--- src/rtl/sio_glue_pkg.sv ---
package sio_glue_pkg;
  typedef enum logic [1:0] {
    SRC_NONE = 2'b00,
    SRC_SCC  = 2'b01,
    SRC_TC   = 2'b10,
    SRC_TEST = 2'b11
  } irq_src_e;

  typedef enum logic [1:0] {
    RG_SCC  = 2'd0,
    RG_COMM = 2'd1,
    RG_CFG  = 2'd2,
    RG_RSV  = 2'd3
  } region_e;

  localparam int OFF_COMM   = 4;
  localparam int OFF_CFG    = 5;
  localparam int CFG_SRC_LO = 4;
  localparam int CFG_TEST   = 6;
  localparam int COMM_RLEN  = 0;
  localparam logic [7:0] RSV_READ = 8'hFF;
endpackage

--- src/rtl/sio_addr_decode.sv ---
module sio_addr_decode
  import sio_glue_pkg::*;
#(
  parameter int AW       = 16,
  parameter int WIN_BITS = 3,
  localparam int HI_W    = AW - 8,
  localparam int LO_W    = 8 - WIN_BITS
) (
  input  logic [AW-1:0]   addr,
  input  logic [HI_W-1:0] base_hi,
  input  logic [LO_W:0]   base_lo,
  output logic            hit,
  output region_e         region,
  output logic [1:0]      port
);
  logic [WIN_BITS-1:0] off;

  always_comb begin
    off  = addr[WIN_BITS-1:0];
    hit  = (addr[AW-1:8] == base_hi) && (addr[7:WIN_BITS] == base_lo[LO_W-1:0]);
    port = off[1:0];
    if (!off[2])                   region = RG_SCC;
    else if (int'(off) == OFF_COMM) region = RG_COMM;
    else if (int'(off) == OFF_CFG)  region = RG_CFG;
    else                            region = RG_RSV;
  end
endmodule

--- src/rtl/sio_recov.sv ---
module sio_recov #(
  parameter int CW = 4
) (
  input  logic          clk,
  input  logic          rst_n,
  input  logic          req,
  input  logic [CW-1:0] gap,
  output logic          grant
);
  logic [CW-1:0] cnt_q;

  assign grant = req && (cnt_q == '0);

  always_ff @(posedge clk or negedge rst_n) begin
    if (!rst_n)             cnt_q <= '0;
    else if (grant)         cnt_q <= gap;
    else if (cnt_q != '0)   cnt_q <= cnt_q - 1'b1;
  end

  p_no_grant_in_gap_r5: assert property (@(posedge clk) disable iff (!rst_n)
    (cnt_q != '0) |-> !grant);
  p_gap_loaded_r5: assert property (@(posedge clk) disable iff (!rst_n)
    grant |=> (cnt_q == $past(gap)));
endmodule

--- src/rtl/sio_irq_route.sv ---
module sio_irq_route
  import sio_glue_pkg::*;
(
  input  logic     clk,
  input  logic     rst_n,
  input  irq_src_e sel,
  input  logic     test_req,
  input  logic     scc_irq,
  input  logic     dma_tc,
  input  logic     share_en,
  input  logic     cfg_wr,
  output logic     irq_o,
  output logic     irq_oe
);
  logic tc_flag_q;
  logic act_q;
  logic act_d;

  // set has priority over the clear from a configuration write
  always_ff @(posedge clk or negedge rst_n) begin
    if (!rst_n)                                        tc_flag_q <= 1'b0;
    else if (dma_tc && share_en && sel == SRC_TC)      tc_flag_q <= 1'b1;
    else if (cfg_wr)                                   tc_flag_q <= 1'b0;
  end

  always_comb begin
    unique case (sel)
      SRC_SCC:  act_d = scc_irq;
      SRC_TC:   act_d = tc_flag_q;
      SRC_TEST: act_d = test_req;
      default:  act_d = 1'b0;
    endcase
  end

  always_ff @(posedge clk or negedge rst_n) begin
    if (!rst_n) act_q <= 1'b0;
    else        act_q <= act_d;
  end

  assign irq_oe = share_en ? act_q : 1'b1;
  assign irq_o  = act_q;

  p_tc_needs_shared_r8: assert property (@(posedge clk) disable iff (!rst_n)
    $rose(tc_flag_q) |-> $past(share_en));
  p_shared_drives_high_r7: assert property (@(posedge clk) disable iff (!rst_n)
    (share_en && irq_oe) |-> irq_o);
  p_active_has_source_r6: assert property (@(posedge clk) disable iff (!rst_n)
    $rose(act_q) |-> ($past(sel) != SRC_NONE));
endmodule

--- src/rtl/sio_bus_glue.sv ---
module sio_bus_glue
  import sio_glue_pkg::*;
#(
  parameter int AW  = 16,
  parameter int DW  = 8,
  parameter int RCW = 4,
  localparam int HI_W = AW - 8
) (
  input  logic            clk,
  input  logic            rst_n,
  input  logic [HI_W-1:0] base_hi_sw,
  input  logic [5:0]      base_lo_sw,
  input  logic            share_en,
  input  logic            sync_link_en,
  input  logic [RCW-1:0]  recov_cycles,
  input  logic            bus_valid,
  output logic            bus_ready,
  input  logic            bus_we,
  input  logic [AW-1:0]   bus_addr,
  input  logic [DW-1:0]   bus_wdata,
  output logic [DW-1:0]   bus_rdata,
  output logic            bus_hit,
  output logic            scc_cs,
  output logic            scc_we,
  output logic [1:0]      scc_port,
  output logic [DW-1:0]   scc_wdata,
  input  logic [DW-1:0]   scc_rdata,
  input  logic            scc_irq,
  input  logic            scc_ext_sync,
  output logic            scc_sync_a,
  input  logic            dma_tc,
  output logic [DW-1:0]   comm_o,
  output logic            rlen_o,
  output logic            irq_o,
  output logic            irq_oe
);
  region_e       region;
  logic          scc_req;
  logic          grant;
  logic          wr_acc;
  logic          cfg_wr;
  logic [DW-1:0] comm_q;
  logic [DW-1:0] cfg_q;

  sio_addr_decode #(.AW(AW), .WIN_BITS(3)) u_dec (
    .addr    (bus_addr),
    .base_hi (base_hi_sw),
    .base_lo (base_lo_sw),
    .hit     (bus_hit),
    .region  (region),
    .port    (scc_port)
  );

  assign scc_req = bus_valid && bus_hit && (region == RG_SCC);

  sio_recov #(.CW(RCW)) u_rec (
    .clk   (clk),
    .rst_n (rst_n),
    .req   (scc_req),
    .gap   (recov_cycles),
    .grant (grant)
  );

  assign bus_ready = !scc_req || grant;
  assign scc_cs    = grant;
  assign scc_we    = bus_we;
  assign scc_wdata = bus_wdata;

  assign wr_acc = bus_valid && bus_hit && bus_we;
  assign cfg_wr = wr_acc && (region == RG_CFG);

  always_ff @(posedge clk or negedge rst_n) begin
    if (!rst_n) begin
      comm_q <= '0;
      cfg_q  <= '0;
    end else begin
      if (wr_acc && region == RG_COMM) comm_q <= bus_wdata;
      if (cfg_wr)                      cfg_q  <= bus_wdata;
    end
  end

  always_comb begin
    if (!bus_hit) bus_rdata = '0;
    else begin
      unique case (region)
        RG_SCC:  bus_rdata = scc_rdata;
        RG_COMM: bus_rdata = comm_q;
        RG_CFG:  bus_rdata = cfg_q;
        default: bus_rdata = RSV_READ;
      endcase
    end
  end

  assign comm_o     = comm_q;
  assign rlen_o     = comm_q[COMM_RLEN];
  assign scc_sync_a = comm_q[COMM_RLEN] && sync_link_en && scc_ext_sync;

  sio_irq_route u_irq (
    .clk      (clk),
    .rst_n    (rst_n),
    .sel      (irq_src_e'(cfg_q[CFG_SRC_LO +: 2])),
    .test_req (cfg_q[CFG_TEST]),
    .scc_irq  (scc_irq),
    .dma_tc   (dma_tc),
    .share_en (share_en),
    .cfg_wr   (cfg_wr),
    .irq_o    (irq_o),
    .irq_oe   (irq_oe)
  );

  p_region_onehot_r2: assert property (@(posedge clk) disable iff (!rst_n)
    scc_cs |-> (bus_valid && bus_hit && !bus_addr[2]));
  p_rsv_write_ignored_r4: assert property (@(posedge clk) disable iff (!rst_n)
    (wr_acc && region == RG_RSV) |=> ($stable(comm_q) && $stable(cfg_q)));
  p_stall_only_scc_r5: assert property (@(posedge clk) disable iff (!rst_n)
    !bus_ready |-> (bus_valid && bus_hit && region == RG_SCC));
  p_sync_implies_rlen_r9: assert property (@(posedge clk) disable iff (!rst_n)
    scc_sync_a |-> (rlen_o && sync_link_en));
  p_miss_no_cs_r1: assert property (@(posedge clk) disable iff (!rst_n)
    !bus_hit |-> !scc_cs);
endmodule

--- config.mk ---
export PLATFORM = sky130hd
export DESIGN_NAME = sio_bus_glue
export DESIGN_NICKNAME = d
export VERILOG_FILES = /design/src/rtl/sio_glue_pkg.sv /design/src/rtl/sio_addr_decode.sv /design/src/rtl/sio_recov.sv /design/src/rtl/sio_irq_route.sv /design/src/rtl/sio_bus_glue.sv
export SDC_FILE = /design/constraint.sdc
export NUM_CORES = 1
export LEC_CHECK = 0
export ABC_AREA = 1
export CAP_MARGIN = 20
export CORE_MARGIN = 1.5
export CORE_UTILIZATION = 30
export CTS_CLUSTER_DIAMETER = 60
export CTS_CLUSTER_SIZE = 12
export DETAILED_ROUTE_END_ITERATION = 7
export PLACE_DENSITY = 0.68
export SYNTH_ARGS = -nofsm -noshare
export SYNTH_HDL_FRONTEND = slang
export SYNTH_HIERARCHICAL = 1
export SYNTH_SLANG_ARGS = --single-unit
--- constraint.sdc ---
create_clock -name clk -period 3.2 [get_ports clk]
set_input_delay 0.64 -clock clk [delete_from_list [all_inputs] [get_ports clk]]
set_output_delay 0.64 -clock clk [all_outputs]
set_load 0.02 [all_outputs]
[Yosys cells after proc, flatten, opt, wreduce, memory -nomap -nowiden]
Cells that the tools add are included.
Word-level totals
  output and inout port bits: 34
  input port bits: 59
  word-level logic and storage cells: 44
  register bits after elaboration: 22
Cells by class
  $add $sub $neg: 1
  mux-type cells: 11
  reduce and logical (&&, ||, !) cells: 18
  equal/unequal tests: 9
Operators by type and width (count)
  $pmux W8 S3: 1
  $logic_and A1 B1 Y1: 11
  $eq A8 B8 Y1: 1
  $mux W4: 2
  $mux W8: 1
  $eq A2 B2 Y1 const B: 3
  $eq A3 B3 Y1 const B: 2
  $eq A5 B5 Y1: 1
  $eq A2 B1 Y1 const B: 2
  $logic_not A4 Y1: 1
  $mux W1: 4
  $mux W2: 2
  $reduce_bool A2 Y1: 2
  $reduce_bool A4 Y1: 1
  $sub A4 B1 Y4 const B: 1
  $pmux W1 S3: 1
  $logic_not A2 Y1: 1
  $logic_not A1 Y1: 1
  $logic_or A1 B1 Y1: 1

[Depth between registers and ports, before layout]
Gate-level depths: netlist (run 1).
  depth after elaboration: 8
  depth in mapped cells: 14

[Cells and area by module]
The synthesis (run 1) kept the hierarchy.
Modules (own cells, without submodules)
  sio_bus_glue: instances 1, cells an instance 139, seq. area each 400.4 µm², area each 1038.5 µm²
  sio_addr_decode: instances 1, cells an instance 65, seq. area each 0.0 µm², area each 279.0 µm²
  sio_recov: instances 1, cells an instance 33, seq. area each 100.1 µm², area each 269.0 µm²
  sio_irq_route: instances 1, cells an instance 14, seq. area each 50.0 µm², area each 102.6 µm²

[Worst setup path before layout (run 1)]
Ideal clock, no wire load.
  path kind: in2out
  from: input port base_hi_sw[3]
  to: output port bus_ready
  arrival: 2102 ps
  stages: 10
  setup slack: 458 ps
  required time: 2560 ps
  buffers on the path: 1
  cell sequence: xor2_1 nor2_1 nand3_1 nor2_2 buf_6 and3_1 inv_1 nor2_4 inv_1 nand2_1
Between the ends
  word-level cells in the longest chain between the ends: 6
  elaborated cells on any way between the ends: 7
  those cells by class: 1 x eq/ne; 6 x reduce/logical
RTL lines
  start: declaration: line sio_bus_glue.sv:11  | input logic [HI_W-1:0] base_hi_sw,
  $eq A8 B8 Y1: line sio_addr_decode.sv:20  | hit = (addr[AW-1:8] == base_hi) && (addr[7:WIN_BITS] == base_lo[LO_W-1:0]);
  $logic_and A1 B1 Y1: line sio_addr_decode.sv:20
  named net bus_hit: line sio_bus_glue.sv:22  | output logic bus_hit,
  $logic_and A1 B1 Y1 (2 in a row): line sio_bus_glue.sv:54  | assign scc_req = bus_valid && bus_hit && (region == RG_SCC);
  named net scc_req: line sio_bus_glue.sv:38  | logic scc_req;
  $logic_and A1 B1 Y1: line sio_recov.sv:12  | assign grant = req && (cnt_q == '0);
  named net scc_cs: line sio_bus_glue.sv:23  | output logic scc_cs,
  $logic_or A1 B1 Y1: line sio_bus_glue.sv:64  | assign bus_ready = !scc_req || grant;
  end: declaration: line sio_bus_glue.sv:17  | output logic bus_ready,
The timed path passes the listed nets, and every way through them passes these cells.

[Worst setup path in the final report (run 1)]
  from: input port bus_addr[1]
  to: output port bus_rdata[3]
Between the ends
  word-level cells in the longest chain between the ends: 7
  elaborated cells on any way between the ends: 10
  those cells by class: 4 x eq/ne; 5 x mux; 1 x reduce/logical
RTL lines
  start: declaration: line sio_bus_glue.sv:19  | input logic [AW-1:0] bus_addr,
  $eq A3 B3 Y1: line sio_addr_decode.sv:24  | else if (int'(off) == OFF_CFG) region = RG_CFG;
  $mux W1: line sio_addr_decode.sv:24
  $mux W2 *: line sio_addr_decode.sv:23  | else if (int'(off) == OFF_COMM) region = RG_COMM;
  $mux W2 *: line sio_addr_decode.sv:22  | if (!off[2]) region = RG_SCC;
  named net region[0]: line sio_bus_glue.sv:37  | region_e region;
  $eq A2 B2 Y1, or another cell as far along: line sio_bus_glue.sv:85  | unique case (region)
  $pmux W8 S3 *: line sio_bus_glue.sv:85
  $mux W8 *: line sio_bus_glue.sv:83  | if (!bus_hit) bus_rdata = '0;
  end: declaration: line sio_bus_glue.sv:21  | output logic [DW-1:0] bus_rdata,
Mark *: on every way through the listed nets, which the timed path passes. The rest lies on a longest branch.

==> results.cfg, run 1 <==
[run_status]
outcome = completed

[timing]
timing.final.crit_share = 0.9299
worstMarginPinSlew_ns = 0.2855
report.final.slew_viol_count = 0
rsz0062_at_grt = no
final_hold_viol_count = 0
finalClockSkew_ns = 0.001221
layout_min_cycle_time_ns = 2.976
tns_ns = 0
relSlewSlack = 0.8096
clock.fmax_mhz = 336.1
setup_violations = 0

[clocking]
clk_pin_slew_worst_paths_ns = 0.08
post-cts-setup-buffers = 0
clock_latency_ns = 0.26
cts_buffer_depth = 2
cts_hold_buffers = 0
cts_tree = built
clkSinkCount = 22
cts-root-buf = clkbuf_8
htree_levels = 1
numCtsBuffers = 3

[finish]
layout.nets = 400
antennaDiodeCount = 0
nFillCells = 576
multi_input_area_sq_um = 859.6
drive_above_1_share = 0.08284
areaGrowthSynthToFinish_pct = 57.85
seq_area_sq_um = 550.5
stdcell_area_sq_um = 2666
final_common_cell = nand2_1
final_cell_mix = nand2_1, clkdlybuf4s50_1, inv_1

[worst_setup_path]
reg2reg_slack_ns = 1.97
timing.rr.start = u_rec/cnt_q[0]
worstPathArrival_ns = 2.34
startpoint = bus_addr[1]
crit_end = bus_rdata[3]
cp-end-kind = output port
crit_path_cell_trace = clkdlybuf4s50_1 > inv_1 > a21oi_1 > buf_4 > nand3_1 > nand3_1 > nand2_1 > inv_1 > dlygate4sd2_1
cp-start-kind = primary input
cp_max_fo = 12
crit_slowest_cell = clkdlybuf4s50_1
r2r_cells = 6
worstSetupPathType = in2out
slowest_delay_ns = 0.50
r2r_end = u_rec/cnt_q[3]
cp.required_ns = 2.56

[power]
pwr_density_cell_nw_per_um2 = 319.5
power_mw = 0.8519
swShare = 0.3277
p_clk_frac = 0.236
p_int_mw = 0.5728
switchingPower_mw = 0.2791
leakage_nw = 1.444
combPwrFrac = 0.375
power_frac_seq = 0.389
peakVddDrop_v = 0.0001706

[routing]
num_vias = 1793
routedWlPerCell_um = 11.03
drtIter0Drc = 62
via_per_inst = 4.373
drc_errors = 0
first_pass_iters = 4
wirelength_um = 4521
ant_nets = 0

[grt]
grt_max_degree = 23
grt_overflow = 0
grt_usage = 0.1521
grt_pass1_wl_um = 7555
grt_pass1_vias = 1676
grt_antenna_before_repair = 0

[die]
die_width_um = 78.04
rows = 27
start_util = 0.3086
coreArea_sq_um = 5473
ios = 93
dieArea_sq_um = 6089
die_h_um = 78.04

[yosys]
yosysWarnings = 6
synth.distinct_cells = 23
synth.avg_cell_area_sq_um = 6.730
synthCells = 251
ys_ff_latch = 22
ys_seq_area_frac = 0.3259
synth_nets = 312
netlist_area_sq_um = 1689

[min_path]
hold_path.class = reg2reg

[placed_design]
io_buffer_count = 91
dp_hpwl_um = 3569
placed_area_sq_um = 2624
globalplace.congestion = 0.8060

[job]
maxCapViolCount = 0
critical path, delay by kind of cell:
family	cells	cell delay, ns
simple gates	3	0.26
compound gates	1	0.25
buf+inv	5	1.19
power by group through the flow:
stage	Clock [mW]	Sequential (mW)	Combinational [mW]
finish	0.201	0.331	0.320
global route	0.216	0.333	0.366
CTS	0.207	0.331	0.324
detailed placement	0	0.337	0.321
global placement	0	0.336	0.315
floorplan	0	0.333	0.198
logic make-up after synthesis:
| logic type | count (synthesis) | share of synthesized area |
|---|---|---|
| AND/OR/NAND/NOR | 139 | 0.3859 |
| XOR/XNOR | 5 | 0.02592 |
| adder cells (fa/ha/maj) | 2 | 0.01481 |
| buffers and inverters | 57 | 0.1682 |
| AO/OA/AOI/OAI | 26 | 0.07926 |
| flip-flops | 22 | 0.3259 |
layout make-up:
class	count	area share
multi-input cells	172	0.3224
clock buffers	4	0.02065
flip-flops and latches	22	0.2065
repair buffers	100	0.3604
inverters	40	0.05631
well taps	72	0.03379
worst min path at each step:
stage                     from  cells after the start              end
2_1_floorplan            rst_n                      0         cfg_q[0]
3_3_place_gp   u_irq/tc_flag_q                      2  u_irq/tc_flag_q
3_5_place_dp   u_irq/tc_flag_q                      2  u_irq/tc_flag_q
4_1_cts        u_irq/tc_flag_q                      2  u_irq/tc_flag_q
5_1_grt        u_irq/tc_flag_q                      2  u_irq/tc_flag_q
6_report       u_irq/tc_flag_q                      2  u_irq/tc_flag_q
synth_stat cells:
cell	count	area, sq um
xnor2_1	1	8.760
a21oi_1	1	5.000
ha_1	2	25.02
nand4_1	5	31.28
nand3_1	26	130.1
nand3_4	1	17.52
nand2_1	86	322.8
nand2_4	3	33.78
inv_2	2	7.510
buf_4	12	90.09
nor2_8	1	20.02
nor2_2	2	12.51
buf_2	2	10.01
dfrtp_1	22	550.5
o21ai_2	1	8.760
buf_6	3	33.78
o21ai_1	10	50.05
nor2_4	3	33.78
and3_1	2	12.51
xor2_1	4	35.03
o21ai_0	14	70.07
nor2_1	10	37.54
inv_1	38	142.6
metal layers:
metal | track usage | share of wire | vias up | wire, um
li1 | - | - | 945 | -
met3 | 0.01628 | 0.059 | 6 | 265
met4 | 0.04286 | 0.015 | 0 | 68
met2 | 0.2626 | 0.49 | 61 | 2201
met1 | 0.2012 | 0.44 | 781 | 1985
met5 | 0 | 0 | - | 0
through the flow:
stage / hold slack, ns / util / instances / setup WS [ns]
2_1_floorplan: 0.3444 / - / 251 / 0.4578
5_1_grt: 0.5381 / 0.4872 / 410 / 0.009814
6_report: 0.4918 / 0.4872 / 410 / 0.2243
4_1_cts: 0.4937 / 0.4872 / 410 / 0.02906
3_3_place_gp: 0.4677 / 0.4794 / 406 / -0.1959
3_5_place_dp: 0.4734 / 0.4794 / 406 / -0.2338
flip-flops by register name, indices dropped and copies added, names as in the netlist:
| register | flops |
|---|---|
| u_irq/irq_o | 1 |
| comm_o | 8 |
| u_irq/tc_flag_q | 1 |
| cfg_q | 8 |
| u_rec/cnt_q | 4 |
what timing repair did:
action,CTS,global route
resized for setup,10,6
setup endpoints to repair,10,3
pin swaps,0,0
endpoints found under the hold margin,0,0
(Power assumes the default switching activity.)
==> run 2, diff against run 1 <==
CORE_UTILIZATION = 42   (was 30)
PLACE_DENSITY = 0.89   (was 0.68)
==> results.cfg, run 2 (synthesis results as in run 1) <==
[timing]
relSlewSlack = 0.8030
layout_min_cycle_time_ns = 3.002
rsz0062_at_grt = no
finalClockSkew_ns = 0.009253
timing.final.crit_share = 0.9382
report.final.slew_viol_count = 0
final_hold_viol_count = 0
worst_slack_ns = 0.1978
worstMarginPinSlew_ns = 0.2956
hold_ws_ns = 0.4956
clock.fmax_mhz = 333.1
setup_violations = 0

[routing]
drc_errors = 0
wirelength_um = 4859
routedWlPerCell_um = 12.59
first_pass_iters = 4
num_vias = 1840
via_per_inst = 4.767
drtIter0Drc = 82
ant_nets = 0

[worst_setup_path]
reg2reg_slack_ns = 1.99
cp-start-kind = primary input
worstSetupPathType = in2out
cp-end-kind = output port
worstPathArrival_ns = 2.36
slowest_delay_ns = 0.48
crit_slowest_cell = clkdlybuf4s50_1
cp_max_fo = 4
r2r_end = u_rec/cnt_q[3]
r2r_cells = 6
crit_path_frequent_cell = nand2_1
timing.rr.start = u_rec/cnt_q[0]
cp.required_ns = 2.56
crit_path_cell_trace = clkdlybuf4s50_1 > inv_1 > nand2_1 > nand2_1 > inv_1 > nand2_1 > nor2_1 > nand2_1 > nor2_2 > and3_1 > inv_1 > nor2_4 > dlygate4sd2_1

[clocking]
cts_buffer_depth = 2
cts_tree = built
clkSinkCount = 22
htree_levels = 1
clock_latency_ns = 0.27
numCtsBuffers = 3
post-cts-setup-buffers = 0
cts-root-buf = clkbuf_8
cts_hold_buffers = 0
clk_pin_slew_worst_paths_ns = 0.09

[power]
pwr_density_cell_nw_per_um2 = 347.1
peakVddDrop_v = 0.0003549
leakage_nw = 1.468

[placed_design]
io_buffer_count = 91
placed_cells = 382
globalplace.congestion = 0.8698
pre_cts_slack_ns = -0.1663
dp_hpwl_um = 3809

[grt]
grt_max_degree = 23
grt_pass1_vias = 1826
grt_antenna_before_repair = 0
grt_overflow = 0
grt_pass1_wl_um = 7838
grt_usage = 0.2286

[finish]
areaGrowthSynthToFinish_pct = 57.41
final_common_cell = nand2_1
layout.nets = 400
utilization = 0.7050
layout.cells.non_filler = 386
drive_above_1_share = 0.08284
final_cell_mix = nand2_1, clkdlybuf4s50_1, inv_1
antennaDiodeCount = 0

[job]
maxCapViolCount = 0

[die]
die_h_um = 66.42
ios = 93
coreArea_sq_um = 3771
rows = 22
die_width_um = 66.42
dieArea_sq_um = 4411
start_util = 0.4479

[run_status]
outcome = completed

[min_path]
hold_depth = 2
min-delay-start = u_irq/tc_flag_q
hold_path.class = reg2reg
min_to = u_irq/tc_flag_q
-- run 2: cell types whose count changed in the layout (fill, tap and decap cells not counted), sizes merged --
cell	before	now
bufinv	0	1
clkbuf	6	4
dlymetal6s2s	1	2
-- run 2: stage by stage --
| step | power (mW) | setup TNS, ns | instance area (sq um) |
|---|---|---|---|
| detailed placement | 0.6617 | -0.3260 | 2594 |
| global route | 0.9765 | 0 | 2659 |
| CTS | 0.9217 | 0 | 2658 |
| finish | 0.9229 | 0 | 2659 |
| floorplan | 0.5313 | 0 | 1689 |
| global placement | 0.6488 | -0.1965 | 2594 |
-- run 2: cell type report --
| cell class | instances | area [sq um] |
|---|---|---|
| fillers | 309 | 1112 |
| multi-input cells | 172 | 858.3 |
| well taps | 48 | 60.06 |
| clock buffers | 3 | 41.29 |
| flip-flops and latches | 22 | 550.5 |
| inverters | 40 | 150.1 |
| repair buffers | 100 | 968.4 |
| clock inverters | 1 | 30.03 |
-- run 2: worst max-delay path: cells and delay by family --
family,cells,cell delay [ns]
buffers and inverters,5,0.97
AND/OR/NAND/NOR,8,0.73
-- run 2: worst max-delay path by stage --
stage | endpoint | cells past startpoint | slack, ns | from
after floorplan | bus_ready | 10 | 0.46 | base_hi_sw[3]
after global placement | bus_ready | 13 | -0.15 | bus_addr[7]
after detailed placement | bus_ready | 15 | -0.17 | base_lo_sw[0]
after CTS | bus_rdata[0] | 13 | 0.003 | base_lo_sw[0]
after global routing | scc_cs | 11 | 0.02 | base_hi_sw[6]
final | scc_cs | 13 | 0.20 | base_lo_sw[0]
-- run 2: report_power, final --
part / leakage, nW / total (mW) / internal (mW) / switching, mW
combinational: 1.13 / 0.327 / 0.157 / 0.170
sequential: 0.299 / 0.334 / 0.306 / 0.0274
clock: 0.0357 / 0.263 / 0.167 / 0.0953
-- run 2: layer usage --
layer | global-route usage | part of all wire | routed length [um]
met5 | 0 | 0 | 0
met4 | 0.05867 | 0.0054 | 26
met3 | 0.03578 | 0.066 | 319
met2 | 0.4313 | 0.54 | 2607
met1 | 0.2649 | 0.39 | 1904
-- run 2: timing repair --
| action | in CTS | in global routing |
|---|---|---|
| resized for setup | 10 | 4 |
| pin swaps | 0 | 0 |
| setup endpoints to repair | 8 | 3 |
| cloned | 0 | 0 |
==> run 3, diff against run 2 <==
CORE_UTILIZATION = 41   (was 42)
PLACE_DENSITY = 0.9   (was 0.89)
SYNTH_HIERARCHICAL = default   (was 1)
==> results.cfg, run 3 <==
[run_status]
outcome = completed

[yosys]
synth.distinct_cells = 24
yosysWarnings = 0
yosys-top-cells-area = dfrtp_1, nand2_1, nand3_1, inv_1, buf_4
synthCells = 233
synth-edff-count = 0
netlist_area_sq_um = 1563
synth_common_cells = nand2_1, inv_1, nand3_1
post-synth-top-count-cell = nand2_1
ys_ff_latch = 22
synthArstFlopShare = 1.000
yosys.area.top_type = dfrtp_1
synth_top_area_frac = 0.3523
synth.avg_cell_area_sq_um = 6.707
synth_nets = 294
ys_seq_area_frac = 0.3523
synth-main-ff-cell = dfrtp_1

[finish]
utilization = 0.7068
stdcell_area_sq_um = 2587
nFillCells = 298
final_common_cell = nand2_1
final_cell_mix = nand2_1, clkdlybuf4s50_1, inv_1
antennaDiodeCount = 0
layout.nets = 387
seq_area_sq_um = 550.5
drive_above_1_share = 0.07077
areaGrowthSynthToFinish_pct = 65.57
multi_input_area_sq_um = 780.7

[timing]
finalClockSkew_ns = 0.005996
report.final.slew_viol_count = 0
timing.final.crit_share = 0.9327
rsz0062_at_grt = no
worst_slack_ns = 0.2154
clock.fmax_mhz = 335.1
worstMarginPinSlew_ns = 0.9652
layout_min_cycle_time_ns = 2.985
relSlewSlack = 0.3545
setup_violations = 0
final_hold_viol_count = 0

[routing]
drc_errors = 0
ant_nets = 0
num_vias = 1832
first_pass_iters = 4
via_per_inst = 4.912
routedWlPerCell_um = 12.25
drtIter0Drc = 75
wirelength_um = 4569

[worst_setup_path]
crit_end = bus_rdata[4]
cp_max_fo = 9
cp.required_ns = 2.56
cp-start-kind = primary input
r2r_end = u_rec.cnt_q[3]
worstPathArrival_ns = 2.34
worstSetupPathType = in2out
crit_slowest_cell = clkdlybuf4s50_1
slowest_delay_ns = 0.48
cp-end-kind = output port
timing.rr.start = u_rec.cnt_q[0]
startpoint = bus_addr[2]
reg2reg_slack_ns = 1.76
r2r_cells = 9
crit_path_cell_trace = clkdlybuf4s50_1 > buf_4 > clkinv_1 > a221oi_1 > a21oi_1 > dlygate4sd2_1

[clocking]
post-cts-setup-buffers = 0
numCtsBuffers = 3
cts-root-buf = clkbuf_8
cts_tree = built
cts_hold_buffers = 0
clock_latency_ns = 0.26
clkSinkCount = 22
cts_buffer_depth = 2
clk_pin_slew_worst_paths_ns = 0.08
htree_levels = 1

[grt]
grt_max_degree = 23
grt_usage = 0.2212
grt_overflow = 0
grt_antenna_before_repair = 0
grt_pass1_vias = 1775
grt_pass1_wl_um = 7403

[power]
power_mw = 0.8714
pwr_density_cell_nw_per_um2 = 336.8
leakage_nw = 1.322
peakVddDrop_v = 0.0003065

[die]
ios = 93
dieArea_sq_um = 4191
start_util = 0.4269
die_h_um = 64.74
die_width_um = 64.74
rows = 22
coreArea_sq_um = 3661

[min_path]
hold_path.class = reg2reg

[placed_design]
placed_area_sq_um = 2525
io_buffer_count = 91
pre_cts_slack_ns = -0.1080
globalplace.congestion = 0.8250
dp_hpwl_um = 3636

[job]
maxCapViolCount = 0
[run 3: cell types whose count changed after synthesis, moves of 3 or more]
cell / previous run / this run
o21ai_0: 14 / 1
o21ai_1: 10 / 0
inv_1: 38 / 30
a41oi_1: 0 / 6
nand2_1: 86 / 91
nor2_1: 10 / 14
xor2_1: 4 / 0
nand2_4: 3 / 0
nand3_1: 26 / 29
nand4_1: 5 / 2
nor2_4: 3 / 0
xnor2_1: 1 / 4
[run 3: layout make-up]
type,count,area share
Sequential cell,22,0.2128
Timing Repair Buffer,103,0.3883
Tap cell,48,0.02321
Inverter,32,0.04642
Clock buffer,3,0.01596
Clock inverter,1,0.01161
Multi-Input combinational cell,164,0.3017
[run 3: metrics by stage]
stage	cells	TNS [ns]	hold slack, ns
2_1_floorplan	233	0	0.3444
3_3_place_gp	369	-0.4236	0.4549
3_5_place_dp	369	-0.5223	0.4628
4_1_cts	373	0	0.4823
5_1_grt	373	0	0.4947
6_report	373	0	0.4856
[run 3: where the power goes]
part | internal, mW | switching, mW
logic | 0.152 | 0.134
registers | 0.306 | 0.0215
clock network | 0.167 | 0.0918
[run 3: timing repair]
| action | in CTS | in global routing |
|---|---|---|
| pin swaps | 0 | 0 |
| gates resized for setup | 9 | 6 |
| endpoints found under the setup margin | 9 | 4 |
[run 3: worst max-delay path: cells and delay by family]
| kind | cells | cell delay (ns) |
|---|---|---|
| buffers and inverters | 4 | 1.22 |
| AO/OA/AOI/OAI | 2 | 0.49 |
[run 3: kinds of logic after synthesis]
group | share of synthesized area
fa+ha+maj | 0.01601
flops | 0.3523
compound gates | 0.05764
buf+inv | 0.1481
simple gates | 0.4035
xor+xnor | 0.02242
[run 3: worst min path at each step]
stage	startpoint	cells after the start	to	slack (ns)
after floorplan	rst_n	0	cfg_q[0]	0.34
after global placement	cfg_q[0]	2	cfg_q[0]	0.45
after detailed placement	cfg_q[2]	2	cfg_q[2]	0.46
after CTS	cfg_q[1]	2	cfg_q[1]	0.48
after global routing	cfg_q[1]	2	cfg_q[1]	0.49
final	cfg_q[0]	2	cfg_q[0]	0.49
[run 3: layer usage]
layer	GRT usage	wire [um]	up-vias
met4	0.06117	68	0
met2	0.4046	2220	93
li1	-	-	912
met1	0.2610	1849	819
met3	0.04340	431	8
met5	0	0	-
